--- src/rtl/i2crf_pkg.sv ---
package i2crf_pkg;

    localparam int IDX_W  = 7;
    localparam int BYTE_W = 8;

    // upper six bits of the device address; the strap supplies bit 0
    localparam logic [5:0] DEV_ADDR_STEM = 6'b011010;

    // register with a reduced set of implemented bits
    localparam int                NARROW_IDX  = 5;
    localparam logic [BYTE_W-1:0] NARROW_MASK = 8'h1F;

    // register with a non-zero reset value
    localparam int                PRESET_IDX  = 6;
    localparam logic [BYTE_W-1:0] PRESET_VAL  = 8'h60;

    typedef enum logic [3:0] {
        ST_IDLE,
        ST_ADDR,
        ST_ADDR_ACK,
        ST_SUB,
        ST_SUB_ACK,
        ST_WDATA,
        ST_WDATA_ACK,
        ST_RDATA,
        ST_RDATA_ACK
    } bus_state_e;

    typedef struct packed {
        logic scl_rise;
        logic scl_fall;
        logic start;
        logic stop;
        logic sda;
    } line_ev_t;

    typedef struct packed {
        logic              stb;
        logic [IDX_W-1:0]  idx;
        logic [BYTE_W-1:0] data;
    } reg_wr_t;

    function automatic logic [BYTE_W-1:0] reg_mask(input int idx);
        return (idx == NARROW_IDX) ? NARROW_MASK : '1;
    endfunction

    function automatic logic [BYTE_W-1:0] reg_reset(input int idx);
        return (idx == PRESET_IDX) ? PRESET_VAL : '0;
    endfunction

endpackage

--- src/rtl/i2crf_line_sync.sv ---
module i2crf_line_sync
    import i2crf_pkg::*;
#(
    parameter int SYNC_STAGES = 2
) (
    input  logic     clk,
    input  logic     rst,
    input  logic     scl_i,
    input  logic     sda_i,
    output line_ev_t ev_o
);

    localparam int TOP = SYNC_STAGES - 1;

    logic [TOP:0] scl_sync;
    logic [TOP:0] sda_sync;
    logic         scl_q;
    logic         sda_q;
    logic         scl_now;
    logic         sda_now;

    always_ff @(posedge clk) begin
        if (rst) begin
            scl_sync <= '1;
            sda_sync <= '1;
            scl_q    <= 1'b1;
            sda_q    <= 1'b1;
        end else begin
            scl_sync <= {scl_sync[TOP-1:0], scl_i};
            sda_sync <= {sda_sync[TOP-1:0], sda_i};
            scl_q    <= scl_sync[TOP];
            sda_q    <= sda_sync[TOP];
        end
    end

    assign scl_now = scl_sync[TOP];
    assign sda_now = sda_sync[TOP];

    always_comb begin
        ev_o.scl_rise = scl_now & ~scl_q;
        ev_o.scl_fall = ~scl_now & scl_q;
        ev_o.start    = scl_now & scl_q & sda_q & ~sda_now;
        ev_o.stop     = scl_now & scl_q & ~sda_q & sda_now;
        ev_o.sda      = sda_now;
    end

endmodule

--- src/rtl/i2crf_regbank.sv ---
module i2crf_regbank
    import i2crf_pkg::*;
#(
    parameter int NUM_REGS = 16
) (
    input  logic                       clk,
    input  logic                       rst,
    input  reg_wr_t                    wr_i,
    input  logic [IDX_W-1:0]           rd_idx_i,
    output logic [BYTE_W-1:0]          rd_data_o,
    output logic [NUM_REGS*BYTE_W-1:0] regs_o,
    output reg_wr_t                    wr_o
);

    logic [BYTE_W-1:0] regs_q [NUM_REGS];
    logic              wr_mapped;

    assign wr_mapped = wr_i.stb && (int'(wr_i.idx) < NUM_REGS);

    for (genvar g = 0; g < NUM_REGS; g++) begin : g_reg
        always_ff @(posedge clk) begin
            if (rst) begin
                regs_q[g] <= reg_reset(g);
            end else if (wr_mapped && wr_i.idx == IDX_W'(g)) begin
                regs_q[g] <= wr_i.data & reg_mask(g);
            end
        end
        assign regs_o[g*BYTE_W +: BYTE_W] = regs_q[g];
    end

    always_comb begin
        rd_data_o = '0;
        for (int k = 0; k < NUM_REGS; k++) begin
            if (rd_idx_i == IDX_W'(k)) rd_data_o = regs_q[k];
        end
    end

    // notification towards chip logic, aligned with the register update
    always_ff @(posedge clk) begin
        if (rst) begin
            wr_o <= '0;
        end else begin
            wr_o.stb  <= wr_mapped;
            wr_o.idx  <= wr_i.idx;
            wr_o.data <= wr_i.data & reg_mask(int'(wr_i.idx));
        end
    end

    // a write outside the bank leaves every register untouched
    a_r12_unmapped_write_dropped: assert property (@(posedge clk) disable iff (rst)
        (wr_i.stb && !wr_mapped) |=> $stable(regs_o));

    // unimplemented bits of the narrow register never read as 1
    a_r11_narrow_bits_zero: assert property (@(posedge clk) disable iff (rst)
        ((regs_q[NARROW_IDX] & ~NARROW_MASK) == '0));

    // the strobe reports exactly what the bank now holds
    a_r13_strobe_matches_bank: assert property (@(posedge clk) disable iff (rst)
        wr_o.stb |-> (regs_o[int'(wr_o.idx)*BYTE_W +: BYTE_W] == wr_o.data));

endmodule

--- src/rtl/i2crf_bus_fsm.sv ---
module i2crf_bus_fsm
    import i2crf_pkg::*;
(
    input  logic              clk,
    input  logic              rst,
    input  line_ev_t          ev_i,
    input  logic              addr_sel_i,
    input  logic [BYTE_W-1:0] rd_data_i,
    output logic [IDX_W-1:0]  rd_idx_o,
    output reg_wr_t           wr_o,
    output logic              sda_oe_o
);

    bus_state_e        state;
    logic [2:0]        bit_cnt;
    logic [BYTE_W-1:0] rx_sh;
    logic [BYTE_W-1:0] tx_sh;
    logic              byte_full;
    logic              is_read;
    logic              inc_mode;
    logic              nack_seen;
    logic [IDX_W-1:0]  wr_ptr;
    logic [IDX_W-1:0]  rd_ptr;
    logic              sda_oe;
    logic [6:0]        own_addr;
    logic              receiving;

    assign own_addr  = {DEV_ADDR_STEM, addr_sel_i};
    assign receiving = (state == ST_ADDR) || (state == ST_SUB) || (state == ST_WDATA);
    assign rd_idx_o  = rd_ptr;
    assign sda_oe_o  = sda_oe;

    always_ff @(posedge clk) begin
        if (rst) begin
            state     <= ST_IDLE;
            bit_cnt   <= '0;
            rx_sh     <= '0;
            tx_sh     <= '0;
            byte_full <= 1'b0;
            is_read   <= 1'b0;
            inc_mode  <= 1'b0;
            nack_seen <= 1'b0;
            wr_ptr    <= '0;
            rd_ptr    <= '0;
            sda_oe    <= 1'b0;
            wr_o      <= '0;
        end else begin
            wr_o.stb <= 1'b0;
            if (ev_i.start) begin
                state     <= ST_ADDR;
                bit_cnt   <= '0;
                byte_full <= 1'b0;
                sda_oe    <= 1'b0;
            end else if (ev_i.stop) begin
                state     <= ST_IDLE;
                byte_full <= 1'b0;
                sda_oe    <= 1'b0;
            end else if (receiving) begin
                if (ev_i.scl_rise && !byte_full) begin
                    rx_sh   <= {rx_sh[BYTE_W-2:0], ev_i.sda};
                    bit_cnt <= bit_cnt + 3'd1;
                    if (bit_cnt == 3'd7) byte_full <= 1'b1;
                end else if (ev_i.scl_fall && byte_full) begin
                    byte_full <= 1'b0;
                    unique case (state)
                        ST_ADDR: begin
                            if (rx_sh[7:1] == own_addr) begin
                                is_read <= rx_sh[0];
                                rd_ptr  <= wr_ptr;
                                sda_oe  <= 1'b1;
                                state   <= ST_ADDR_ACK;
                            end else begin
                                state   <= ST_IDLE;
                            end
                        end
                        ST_SUB: begin
                            wr_ptr   <= rx_sh[IDX_W-1:0];
                            inc_mode <= rx_sh[7];
                            sda_oe   <= 1'b1;
                            state    <= ST_SUB_ACK;
                        end
                        default: begin
                            wr_o.stb  <= 1'b1;
                            wr_o.idx  <= wr_ptr;
                            wr_o.data <= rx_sh;
                            if (inc_mode) wr_ptr <= wr_ptr + 1'b1;
                            sda_oe    <= 1'b1;
                            state     <= ST_WDATA_ACK;
                        end
                    endcase
                end
            end else begin
                unique case (state)
                    ST_ADDR_ACK, ST_SUB_ACK, ST_WDATA_ACK: begin
                        if (ev_i.scl_fall) begin
                            bit_cnt <= '0;
                            if (state == ST_ADDR_ACK && is_read) begin
                                tx_sh  <= rd_data_i;
                                sda_oe <= ~rd_data_i[7];
                                state  <= ST_RDATA;
                            end else begin
                                sda_oe <= 1'b0;
                                state  <= (state == ST_ADDR_ACK) ? ST_SUB : ST_WDATA;
                            end
                        end
                    end
                    ST_RDATA: begin
                        if (ev_i.scl_fall) begin
                            if (bit_cnt == 3'd7) begin
                                sda_oe <= 1'b0;
                                state  <= ST_RDATA_ACK;
                            end else begin
                                tx_sh   <= {tx_sh[BYTE_W-2:0], 1'b0};
                                sda_oe  <= ~tx_sh[6];
                                bit_cnt <= bit_cnt + 3'd1;
                            end
                        end
                    end
                    ST_RDATA_ACK: begin
                        if (ev_i.scl_rise) begin
                            nack_seen <= ev_i.sda;
                            if (inc_mode) rd_ptr <= rd_ptr + 1'b1;
                        end else if (ev_i.scl_fall) begin
                            bit_cnt <= '0;
                            if (nack_seen) begin
                                state <= ST_IDLE;
                            end else begin
                                tx_sh  <= rd_data_i;
                                sda_oe <= ~rd_data_i[7];
                                state  <= ST_RDATA;
                            end
                        end
                    end
                    default: ;
                endcase
            end
        end
    end

    // any START sends the engine back to address reception
    a_r3_start_restarts: assert property (@(posedge clk) disable iff (rst)
        ev_i.start |=> (state == ST_ADDR));

    // a STOP leaves the engine idle and the line released
    a_r3_stop_releases: assert property (@(posedge clk) disable iff (rst)
        ev_i.stop |=> (state == ST_IDLE && !sda_oe));

    // a foreign address is never acknowledged
    a_r2_foreign_addr_idle: assert property (@(posedge clk) disable iff (rst)
        (state == ST_ADDR && ev_i.scl_fall && byte_full && rx_sh[7:1] != own_addr)
        |=> (state == ST_IDLE && !sda_oe));

    // nothing is driven while idle
    a_r10_idle_quiet: assert property (@(posedge clk) disable iff (rst)
        (state == ST_IDLE) |-> !sda_oe);

    // the line is pulled only in acknowledge or read-data phases
    a_r4_drive_phases: assert property (@(posedge clk) disable iff (rst)
        sda_oe |-> (state inside {ST_ADDR_ACK, ST_SUB_ACK, ST_WDATA_ACK, ST_RDATA}));

    // an incrementing write leaves the pointer one past the byte stored
    a_r5_ptr_advances: assert property (@(posedge clk) disable iff (rst)
        (wr_o.stb && inc_mode) |-> (wr_ptr == wr_o.idx + 1'b1));

    // a fixed-mode write leaves the pointer on the byte stored
    a_r6_ptr_holds: assert property (@(posedge clk) disable iff (rst)
        (wr_o.stb && !inc_mode) |-> (wr_ptr == wr_o.idx));

endmodule

--- src/rtl/i2c_regfile_target.sv ---
module i2c_regfile_target
    import i2crf_pkg::*;
#(
    parameter int NUM_REGS    = 16,
    parameter int SYNC_STAGES = 2
) (
    input  logic                       clk,
    input  logic                       rst,
    input  logic                       scl_i,
    input  logic                       sda_i,
    input  logic                       addr_sel_i,
    output logic                       sda_oe_o,
    output logic                       reg_wr_o,
    output logic [IDX_W-1:0]           reg_idx_o,
    output logic [BYTE_W-1:0]          reg_wdata_o,
    output logic [NUM_REGS*BYTE_W-1:0] regs_o
);

    line_ev_t          line_ev;
    reg_wr_t           fsm_wr;
    reg_wr_t           bank_wr;
    logic [IDX_W-1:0]  rd_idx;
    logic [BYTE_W-1:0] rd_data;

    i2crf_line_sync #(
        .SYNC_STAGES (SYNC_STAGES)
    ) i_sync (
        .clk   (clk),
        .rst   (rst),
        .scl_i (scl_i),
        .sda_i (sda_i),
        .ev_o  (line_ev)
    );

    i2crf_bus_fsm i_fsm (
        .clk        (clk),
        .rst        (rst),
        .ev_i       (line_ev),
        .addr_sel_i (addr_sel_i),
        .rd_data_i  (rd_data),
        .rd_idx_o   (rd_idx),
        .wr_o       (fsm_wr),
        .sda_oe_o   (sda_oe_o)
    );

    i2crf_regbank #(
        .NUM_REGS (NUM_REGS)
    ) i_bank (
        .clk       (clk),
        .rst       (rst),
        .wr_i      (fsm_wr),
        .rd_idx_i  (rd_idx),
        .rd_data_o (rd_data),
        .regs_o    (regs_o),
        .wr_o      (bank_wr)
    );

    assign reg_wr_o    = bank_wr.stb;
    assign reg_idx_o   = bank_wr.idx;
    assign reg_wdata_o = bank_wr.data;

endmodule

--- config.mk ---
export PLATFORM = sky130hd
export DESIGN_NAME = i2c_regfile_target
export DESIGN_NICKNAME = d
export VERILOG_FILES = /design/src/rtl/i2crf_pkg.sv /design/src/rtl/i2crf_line_sync.sv /design/src/rtl/i2crf_regbank.sv /design/src/rtl/i2crf_bus_fsm.sv /design/src/rtl/i2c_regfile_target.sv
export SDC_FILE = /design/constraint.sdc
export NUM_CORES = 1
export LEC_CHECK = 0
export BUFFER_PORTS_ARGS = -buffer_cell sky130_fd_sc_hd__buf_2
export CAP_MARGIN = 20
export CORE_ASPECT_RATIO = 0.7
export CORE_MARGIN = 2
export CORE_UTILIZATION = 40
export DETAILED_ROUTE_END_ITERATION = 7
export GPL_TIMING_DRIVEN = 0
export PLACE_DENSITY = 0.62
export SLEW_MARGIN = 25
export SYNTH_ARGS = -nofsm -noshare
export SYNTH_HDL_FRONTEND = slang
export SYNTH_SLANG_ARGS = --single-unit
--- constraint.sdc ---
create_clock -name clk -period 2.55 [get_ports clk]
set_input_delay 0.1275 -clock clk [delete_from_list [all_inputs] [get_ports clk]]
set_output_delay 0.1275 -clock clk [all_outputs]
set_load 0.02 [all_outputs]
==> After elaboration in Yosys (flattened, before gate mapping) <==
Memory sizes are Yosys's and may differ from the RTL's.
Cells that the tools add are included.
Widths: inputs -> output; s select.
{ "word_totals": {"regBits": 79, "mem_bits_rw": 128, "inputBits": 5, "output_inout_bits": 145, "memories": 1} }
{ "classes": {"addsub": 3, "n_lt_le_gt_ge": 1, "n_eq_ne": 69, "mux": 141, "bitwise": 37, "n_reduce_logical": 51} }
{ "mem_list": {"columns": ["memory", "words", "width", "read_ports", "rd_ports_with_merged_regs", "wr", "line_no", "rtl"], "rows": [
  ["i_bank.regs_q", 16, 8, 16, 0, 16, "i2crf_regbank.sv:15", "logic [BYTE_W-1:0] regs_q [NUM_REGS];"]
]} }
{ "op_table": {"columns": ["cell", "count"], "rows": [
  ["$mux 8", 33],
  ["$eq 7x4->1 const B", 17],
  ["$mux 7", 16],
  ["$mux 1", 67],
  ["$eq 7x3->1 const B", 8],
  ["$mux 4", 9],
  ["$eq 7x2->1 const B", 4],
  ["$mux 3", 8],
  ["$pmux 7 s3", 1],
  ["$logic_and 1x1->1", 20],
  ["$ne 5x1->1 const B", 4],
  ["$ne 2x2->1 const B", 9],
  ["$reduce_and 6->1", 3],
  ["$reduce_and 9->1", 2],
  ["$eq 4x3->1 const B", 4],
  ["$mux 16", 1],
  ["$or 1x1->1", 16],
  ["$reduce_and 8->1", 2],
  ["$add 7x1->7 const B", 2],
  ["$eq 7x1->1 const B", 2],
  ["$logic_not 7->1", 2],
  ["$pmux 7 s2", 1],
  ["$reduce_and 7->1", 2],
  ["$not 1->1", 13],
  ["33 further kinds", 56]
]} }

==> Depth between registers and ports, before layout <==
Gate-level depths: netlist of the first run.
{ "depth": {"word_depth": 23, "mapped_depth": 11} }

==> Hierarchy <==
From an unflattened synthesis of the first run, not the netlist that was laid out.
{ "unflattened": {"cells_unflattened": 935, "hier_area_um2": 9708.1} }
{ "modules_own_cells": {"columns": ["module", "instances", "cells_each", "area_per_inst_um2", "seq_area_each_um2"], "rows": [
  ["i2crf_regbank", 1, 571, 6518.8, 4073.9],
  ["i2crf_bus_fsm", 1, 347, 2991.6, 1141.1],
  ["i2crf_line_sync", 1, 17, 197.7, 120.1]
]} }

==> Worst setup path before layout of the first run <==
Ideal clock, no wire load.
{ "synth_path": {"kind": "register to register", "start": "register i_fsm.rd_ptr[0], in the netlist i_fsm.rd_idx_o[0]", "end": "register i_fsm.tx_sh[3]", "arrival_time_ns": 2.189, "required_ns": 2.430, "slack_ns": 0.241, "path_stages_with_launch": 11, "synth_period_minus_slack_ns": 2.309, "cell_sequence": "dfxtp_1 inv_1 ha_1 buf_4 or4b_1 buf_2 or3_1 nand3_1 nand3_1 and4_4 o31a_1"} }
{ "synth_between": {"elab_chain_cells": 21} }
{ "synth_rtl": {"columns": ["item", "line_no", "rtl"], "rows": [
  ["from (decl)", "i2crf_bus_fsm.sv:23", "logic [IDX_W-1:0] rd_ptr;"],
  ["from (signal assigned)", "i2crf_bus_fsm.sv:69", "rd_ptr <= wr_ptr;"],
  ["from (signal assigned)", "i2crf_bus_fsm.sv:122", "if (inc_mode) rd_ptr <= rd_ptr + 1'b1;"],
  ["$logic_not 7->1", "i2crf_regbank.sv:34", "if (rd_idx_i == IDX_W'(k)) rd_data_o = regs_q[k];"],
  ["$mux 8 (15 in series)", "i2crf_regbank.sv:34", null],
  ["$mux 8 (*)", "i2crf_regbank.sv:34", null],
  ["$mux 7", "i2crf_bus_fsm.sv:125", "if (nack_seen) begin"],
  ["$mux 7", "i2crf_bus_fsm.sv:123", "end else if (ev_i.scl_fall) begin"],
  ["$mux 7", "i2crf_bus_fsm.sv:120", "if (ev_i.scl_rise) begin"],
  ["$pmux 7 s3 (*)", "i2crf_bus_fsm.sv:93", "unique case (state)"],
  ["to (signal assigned)", "i2crf_bus_fsm.sv:98", "tx_sh <= rd_data_i;"],
  ["to (signal assigned)", "i2crf_bus_fsm.sv:113", "tx_sh <= {tx_sh[BYTE_W-2:0], 1'b0};"],
  ["to (signal assigned)", "i2crf_bus_fsm.sv:128", "tx_sh <= rd_data_i;"],
  ["to (decl)", "i2crf_bus_fsm.sv:17", "logic [BYTE_W-1:0] tx_sh;"]
]} }
Every way passes the cells marked *; elsewhere a longest branch is shown, timed or not. The select of a mux whose other input is x is not followed.
A chain may end at the register's enable or synchronous reset.

==> Final worst setup path of the first run <==
{ "layout_path": {"start": "register i_fsm.rd_ptr[4], in the netlist i_fsm.rd_idx_o[4]", "end": "register i_fsm.tx_sh[4]"} }
Same word-level chain as after synthesis.

==> impl_results.md, run 1 <==
* Final clock skew at 0.0108 ns
* Buffer cell driving the clock tree root: sky130_fd_sc_hd__clkbuf_16
* Total of fill cells in the finished design at about 2,200
* Final setup slack of the worst path at -0.0127 ns
* Diode insertion count for antenna repair at 0
* Class of the most critical hold timing path: in -> reg
* Total CTS buffers at 22
* Max clock buf depth at 3
* TritonCTS clock tree: done
* Finished layout cell area at 0.0118 mm2
* Cell variety after synth at 75
* Cell Area, Placed at 0.0107 mm2
* Maximum level of the CTS H-tree at 1
* Element type at the critical path start: flip-flop
* Count of pins on the block boundary at 150
* Reg-to-reg setup timing slack at -0.01 ns
* Proportion of total power due to net switching at 22.5%
* EDFF count, synth at between 100 and 150
* Grt met3 use at ~7.7%
* Layout cell share with drive strength beyond 1 at about a quarter
* Power Dens Cells at a little over 600 mW/mm2
* Clk slew on worst S/H paths at about 0.06 ns
* Critical path required time at 2.93 ns
* RSZ-0062 raised after global routing: yes
* Synth async-reset ratio at 0%
* Arrival time worst endpoint at 2.94 ns
* Worst-skew pair later-pin latency at 0.51 ns
* 1st-iter DRT viols at between 1,000 and 1,500
* Synth warn at 0
* Vertical die dimension at about 130 um
* Final hold vios at 0
* Maximum fanout encountered on the critical timing path at 10
* Met1 capacity usage during global routing at a little under half
* Violations in the final reports: setup timing
* Overall power of the completed layout at 7.26 mW
* Post-synthesis register bit count at 204
* Total Die Area at roughly 0.025 mm2
* Antenna violation net count after detailed routing at 0
* Result of the run: finished with violations
* Chip Width at about 190 um
* Number of I/O port buffers at 146
* Initial standard-cell utilization of the core at a little over 40%
* Area of the core region at 0.0236 mm2
* Max Transition Viols Final at 0
* Share of power burned in registers at 49.6%
* Total wirelength of the detailed-routed design at 36,800 um
* Final net count at between 1,000 and 1,500
* Routed vias/inst at slightly below 6
* Routed via count at 8,980
* Share of synthesized area occupied by flip-flops and latches at 55.6%
* Pin count of the biggest net entering global routing at 15
* Std-Cell Rows at 47
* Setup violations, final at 2
* Initial antenna violation count at 0
* Cell count after synthesis at 997
* Avg WL per Cell at 24.5 um
* Portion of the clock cycle consumed by the worst path in the final layout at 100%
* Worst slack after detailed placement at -0.366 ns
* Synthesized area per cell at between 9 and 10 um2
* Area of combinational cells with multiple inputs at 0.00420 mm2
* Max Freq at 390 MHz
* Net switching power at 1.63 mW
* Area growth from synthesis to layout at 23.4%
* Leading register cell type out of synthesis: sky130_fd_sc_hd__edfxtp_1
* Transition at the pin with the smallest max-transition slack at between 0.9 and 1 ns
* Internal power at 5.63 mW
* Combinational share of power at 4.6%
* Overall Global Routing Usage at ~28%
* GRT overflow at 0
* Max-capacitance violation count at 0
* Number of clock sinks at slightly above 200
* Leak at 4.50 nW
* Critical Path End Type: flip-flop
* Netlist Area Pre-Place at 0.00959 mm2
* GR Layer Usage met2 at 37.1%
* Initial DRT Pass Iterations at 6
* Slew margin rel. at roughly 40%
* GPL Wtd Cong at 0.978
* Worst vdd ir at 0.398 mV
* Register area at around 0.0053 mm2
* Global routing's busiest layer: met1
* Final min period at 2.56 ns
* First-pass GRT wire length at 53,200 um
* Post-DP HPWL at 27,400 um
* Clk pwr share at 45.7%
* Setup Crit Path Kind: reg -> reg
* DRC violation count after routing at 0
* Via count of the first global-routing pass at 8,184
## power groups by stage
stage	clock network (mW)	logic [mW]	registers, mW
finish	3.32	0.337	3.60
global route	3.49	0.357	3.60
CTS	3.34	0.327	3.60
detailed placement	0	0.322	3.67
global placement	0	0.321	3.67
floorplan	0	0.136	3.71
## metrics by stage
stage / util [%] / hold slack, ns / std cells / TNS [ns]
2_1_floorplan: - / 0.231 / 999 / 0
3_3_place_gp: 45.5 / 0.311 / 1463 / -7.52
3_5_place_dp: 45.5 / 0.312 / 1463 / -6.80
4_1_cts: 49.2 / 0.0537 / 1503 / -0.0751
5_1_grt: 50.2 / 0.0923 / 1506 / -0.489
6_report: 50.2 / 0.0815 / 1506 / -0.0241
## routing by layer
layer  part of all wire, %  vias to the layer above
li1                      -                     3966
met4                   1.8                        0
met3                    14                       54
met1                    45                     4372
met5                     0                        -
met2                    39                      588
## state kept, by name, indices dropped and copies added (netlist names), 2 cells and up
signal,cells
i_bank.regs_q,125
i_bank.wr_o,16
i_fsm.wr_o,16
i_fsm.rx_sh,8
i_fsm.rd_idx_o,7
i_fsm.tx_sh,7
i_fsm.wr_ptr,7
i_fsm.state,4
i_fsm.bit_cnt,3
i_sync.scl_sync,2
i_sync.sda_sync,2
## cells in the final DEF, fill, tap and decap left out, drive strengths merged, types with 9 or more instances in the layout
master and count:
inv 16, or3 10, mux2i 12, a221oi 9, nor3 20, or2 13
nor2b 22, clkbuf 72, nand2 142, a211oi 18, edfxtp 125, dfxtp 79
buf 170, a21oi 57, nor2 192, nand3 23, o21ai 40, o211ai 13
## final timing paths
kind / depth (start not counted) / start / end
max: 8 / i_fsm.rd_idx_o[4] / i_fsm.tx_sh[4]
min: 4 / rst / i_fsm.tx_sh[6]
max reg2reg: 8 / i_fsm.rd_idx_o[4] / i_fsm.tx_sh[4]
min reg2reg: 1 / i_sync.sda_sync[0] / i_sync.sda_sync[1]
## worst max-delay path: stages, from the launching register on
cell	delay, ns
sky130_fd_sc_hd__dfxtp_1	0.39
sky130_fd_sc_hd__buf_2	0.33
sky130_fd_sc_hd__or3_1	0.17
sky130_fd_sc_hd__clkbuf_1	0.40
sky130_fd_sc_hd__nor2_1	0.19
sky130_fd_sc_hd__a221oi_1	0.46
sky130_fd_sc_hd__nand4_1	0.24
sky130_fd_sc_hd__nand3_1	0.16
sky130_fd_sc_hd__a311oi_1	0.09
## layout make-up
type	count	area share (%)
Inverter	14	0.465
Tap cell	318	3.36
Multi-Input combinational cell	719	35.5
Clock inverter	7	0.507
Sequential cell	204	45.1
Timing Repair Buffer	152	6.68
Clock buffer	33	5.91
Buffer	59	2.46
## Yosys cell counts, drive strengths merged, types with 9 or more instances
cell type  count  area share (%)
nor3          20             1.1
dfxtp         79              16
o211ai        13             1.0
a221oi         9            0.82
edfxtp       125              39
or2           13            0.85
a21oi         57             3.0
nor2b         22             1.4
inv           14            0.55
nand2        142             5.6
o21ai         40             2.1
a211oi        18             1.5
buf           21             1.2
mux2i         12             1.3
nor2         192             7.7
nand3         23             1.2
or3           10            0.65
clkbuf        41             1.6
## cells by family (layout without fill, tap and decap cells)
group / Yosys count / in the layout / synth area share [%]
other: 1 / 3 / 0.0391
adders and majority gates: 7 / 7 / 0.913
AOI/OAI and AO/OA: 214 / 214 / 15.0
buffers and inverters: 76 / 265 / 3.35
and+or+nand+nor: 482 / 482 / 23.8
muxes: 12 / 12 / 1.25
DFF: 204 / 204 / 55.6
xor gates and xnor gates: 1 / 1 / 0.0913
## repair_timing
item	4_1_cts	5_1_grt
gates cloned	0	1
endpoints found under the hold margin	2	0
buffers inserted	0	3
pin swaps	0	4
gates resized for setup	27	47
setup endpoints to repair	55	77
hold buffers	2	0
(Power assumes the default switching activity.)
==> run 2, diff against run 1 <==
Settings changed: PLACE_DENSITY 0.62 to default.
Clock period 2.55 ns to 2.06 ns, I/O delays scaled along.
==> run 2 against run 1 <==
Compared with the run above: clock skew up 0.010 ns; highest routed layer unchanged; setup slack worse by 0.26 ns; utilization up 3.9 points; largest power group unchanged; clock-buffer cell count down 6; critical endpoint is now i_fsm.tx_sh[6]; the flow still finishes with violations (setup timing); cell count up 2.9%.
==> impl_results.md, run 2 (synthesis gave the netlist of run 1 again) <==
* Worst setup path startpoint: i_fsm.rd_idx_o[1]
* Critical Path End Type: flip-flop
* GPL Wtd Cong at 0.950
* Chip Width at 189 um
* Antenna violation net count after detailed routing at 0
* Most common library cell in the layout ignoring fill and taps: sky130_fd_sc_hd__nor2_1
* Max Freq at 429 MHz
* Post-DP HPWL at roughly 28,000 um
* Maximum level of the CTS H-tree at 1
* Via count of the first global-routing pass at between 8,000 and 9,000
* Number of clock sinks at 204
* TritonCTS clock tree: done
* Power Dens Cells at 710 mW/mm2
* Routed via count at 9,200
* Worst-skew pair later-pin latency at 0.52 ns
* Result of the run: finished with violations
* Largest registers ranked by flip-flop count: i_bank.regs_q x125, i_bank.wr_o x16, i_fsm.wr_o x16
* Sum of negative setup slack at -1.59 ns
* Critical path required time at 2.49 ns
* Routed vias/inst at 5.94
* Setup violations, final at 8
* Max-capacitance violation count at 0
* Final clock skew at approximately 0.021 ns
* Total CTS buffers at 22
* Layout cell share with drive strength beyond 1 at 33.5%
* Reg-to-reg setup timing slack at -0.27 ns
* Count of cells along the worst register-to-register path at 8
* Violations in the final reports: setup timing
* Transition at the pin with the smallest max-transition slack at 0.877 ns
* Overall Global Routing Usage at between 20 and 30%
* Initial antenna violation count at 0
* Number of I/O port buffers at 146
* GRT overflow at 0
* Initial DRT Pass Iterations at 5
* Setup Crit Path Kind: reg -> reg
* Area growth from synthesis to layout at 32.9%
* Final min period at 2.33 ns
* Max Transition Viols Final at 0
* Launching point of the worst reg2reg path: i_fsm.rd_idx_o[1]
* Final hold vios at 0
* Count of pins on the block boundary at 150
* Final setup slack of the worst path at -0.274 ns
* Slew margin rel. at 41.5%
* Worst vdd ir at between 0.6 and 0.7 mV
* Instance count along the most critical hold path at 4
* Vertical die dimension at 134 um
* Final net count at roughly 1,200
* Class of the most critical hold timing path: in -> reg
* Diode insertion count for antenna repair at 0
* DRC violation count after routing at 0
* First-pass GRT wire length at 54,600 um
* End of the worst register-to-register path: i_fsm.tx_sh[6]
* 1st-iter DRT viols at 1,107
* Hold slack at roughly 0.048 ns
* Clk slew on worst S/H paths at around 0.07 ns
* Element type at the critical path start: flip-flop
* Total of fill cells in the finished design at 2,080
* Launch instance of the worst min-delay path: rst
* Arrival time worst endpoint at 2.76 ns
* Flip-flop count of the largest register after layout at 125
* Max clock buf depth at 3
* RSZ-0062 raised after global routing: yes
* Initial standard-cell utilization of the core at 40.7%
* Buffer cell driving the clock tree root: sky130_fd_sc_hd__clkbuf_16
* Utilization after layout at 54.1%
* Maximum fanout encountered on the critical timing path at 6
* Area of the core region at ~0.024 mm2
* Overall power of the completed layout at between 9 and 10 mW
* Std-Cell Rows at 47
* Register containing the most flip-flops in the final layout: i_bank.regs_q
* Total wirelength of the detailed-routed design at between 30,000 and 40,000 um
* Total Die Area at ~0.025 mm2
* Pin count of the biggest net entering global routing at 16
* Endpoint, Worst Hold: i_fsm.tx_sh[6]
* Avg WL per Cell at 24.5 um
* Leak at ~4.9 nW
* Commonest non-fill, non-tap cells in the layout: sky130_fd_sc_hd__nor2_1, sky130_fd_sc_hd__buf_2, sky130_fd_sc_hd__edfxtp_1
* Portion of the clock cycle consumed by the worst path in the final layout at 113%
-- run 2: cell types whose count changed in the layout (fill, tap and decap cells not counted), sizes merged --
cell           before  now
clkinv              4    8
clkdlybuf4s15       0    1
inv                16   15
clkbuf             72   57
buf               170  221
bufinv              1    0
clkinvlp            0    4
-- run 2: worst max-delay path by stage --
stage | end | slack (ns) | cells after the start
after floorplan | i_fsm.tx_sh[3] | -0.10 | 10
after global placement | i_fsm.tx_sh[0] | -0.95 | 9
after detailed placement | i_fsm.tx_sh[0] | -0.96 | 9
after CTS | i_fsm.tx_sh[0] | -0.23 | 8
after global routing | i_fsm.tx_sh[0] | -0.30 | 8
final | i_fsm.tx_sh[6] | -0.27 | 8
-- run 2: stage by stage --
step                cells  setup slack, ns  cell area, um2
finish               1549           -0.274           12700
detailed placement   1463           -0.964           10800
global placement     1463           -0.951           10800
CTS                  1526           -0.226           12300
floorplan             999           -0.101            9630
global route         1549           -0.298           12700
-- run 2: cell type report --
cell class                      instances  area (um2)  share of cell area, %
Clock buffer                           27         653                   5.12
Buffer                                 48         297                   2.33
Inverter                               14        63.8                  0.501
Tap cell                              318         398                   3.12
Multi-Input combinational cell        719        4630                   36.3
Timing Repair Buffer                  206        1240                   9.73
Sequential cell                       204        5360                   42.0
Clock inverter                         13         111                  0.874
-- run 2: power by group --
group	internal, mW	switching [mW]
registers	4.39	0.0748
logic	0.146	0.332
clock network	2.31	1.80
total	6.84	2.21
-- run 2: layer usage --
layer / vias up / global-route usage, % / wire, um
met1: 4457 / 47.5 / 17200
met3: 50 / 7.85 / 5110
met2: 634 / 38.2 / 14900
met5: - / 0 / 0
li1: 4059 / - / -
met4: 0 / 6.03 / 707
-- run 2: worst max-delay path: stages, from the launching register on --
cell                      delay, ns
sky130_fd_sc_hd__dfxtp_4       0.38
sky130_fd_sc_hd__inv_4         0.08
sky130_fd_sc_hd__ha_4          0.16
sky130_fd_sc_hd__or4b_4        0.53
sky130_fd_sc_hd__nor2_4        0.25
sky130_fd_sc_hd__a32oi_4       0.09
sky130_fd_sc_hd__o31ai_4       0.36
sky130_fd_sc_hd__a21oi_2       0.12
sky130_fd_sc_hd__o32ai_1       0.27
-- run 2: timing repair --
item | in CTS | in global routing
hold buffers | 2 | 0
gates cloned | 1 | 1
hold endpoints to repair | 2 | 0
resized for setup | 147 | 62
endpoints found under the setup margin | 260 | 125
setup buffers | 30 | 26
pin swaps | 33 | 31
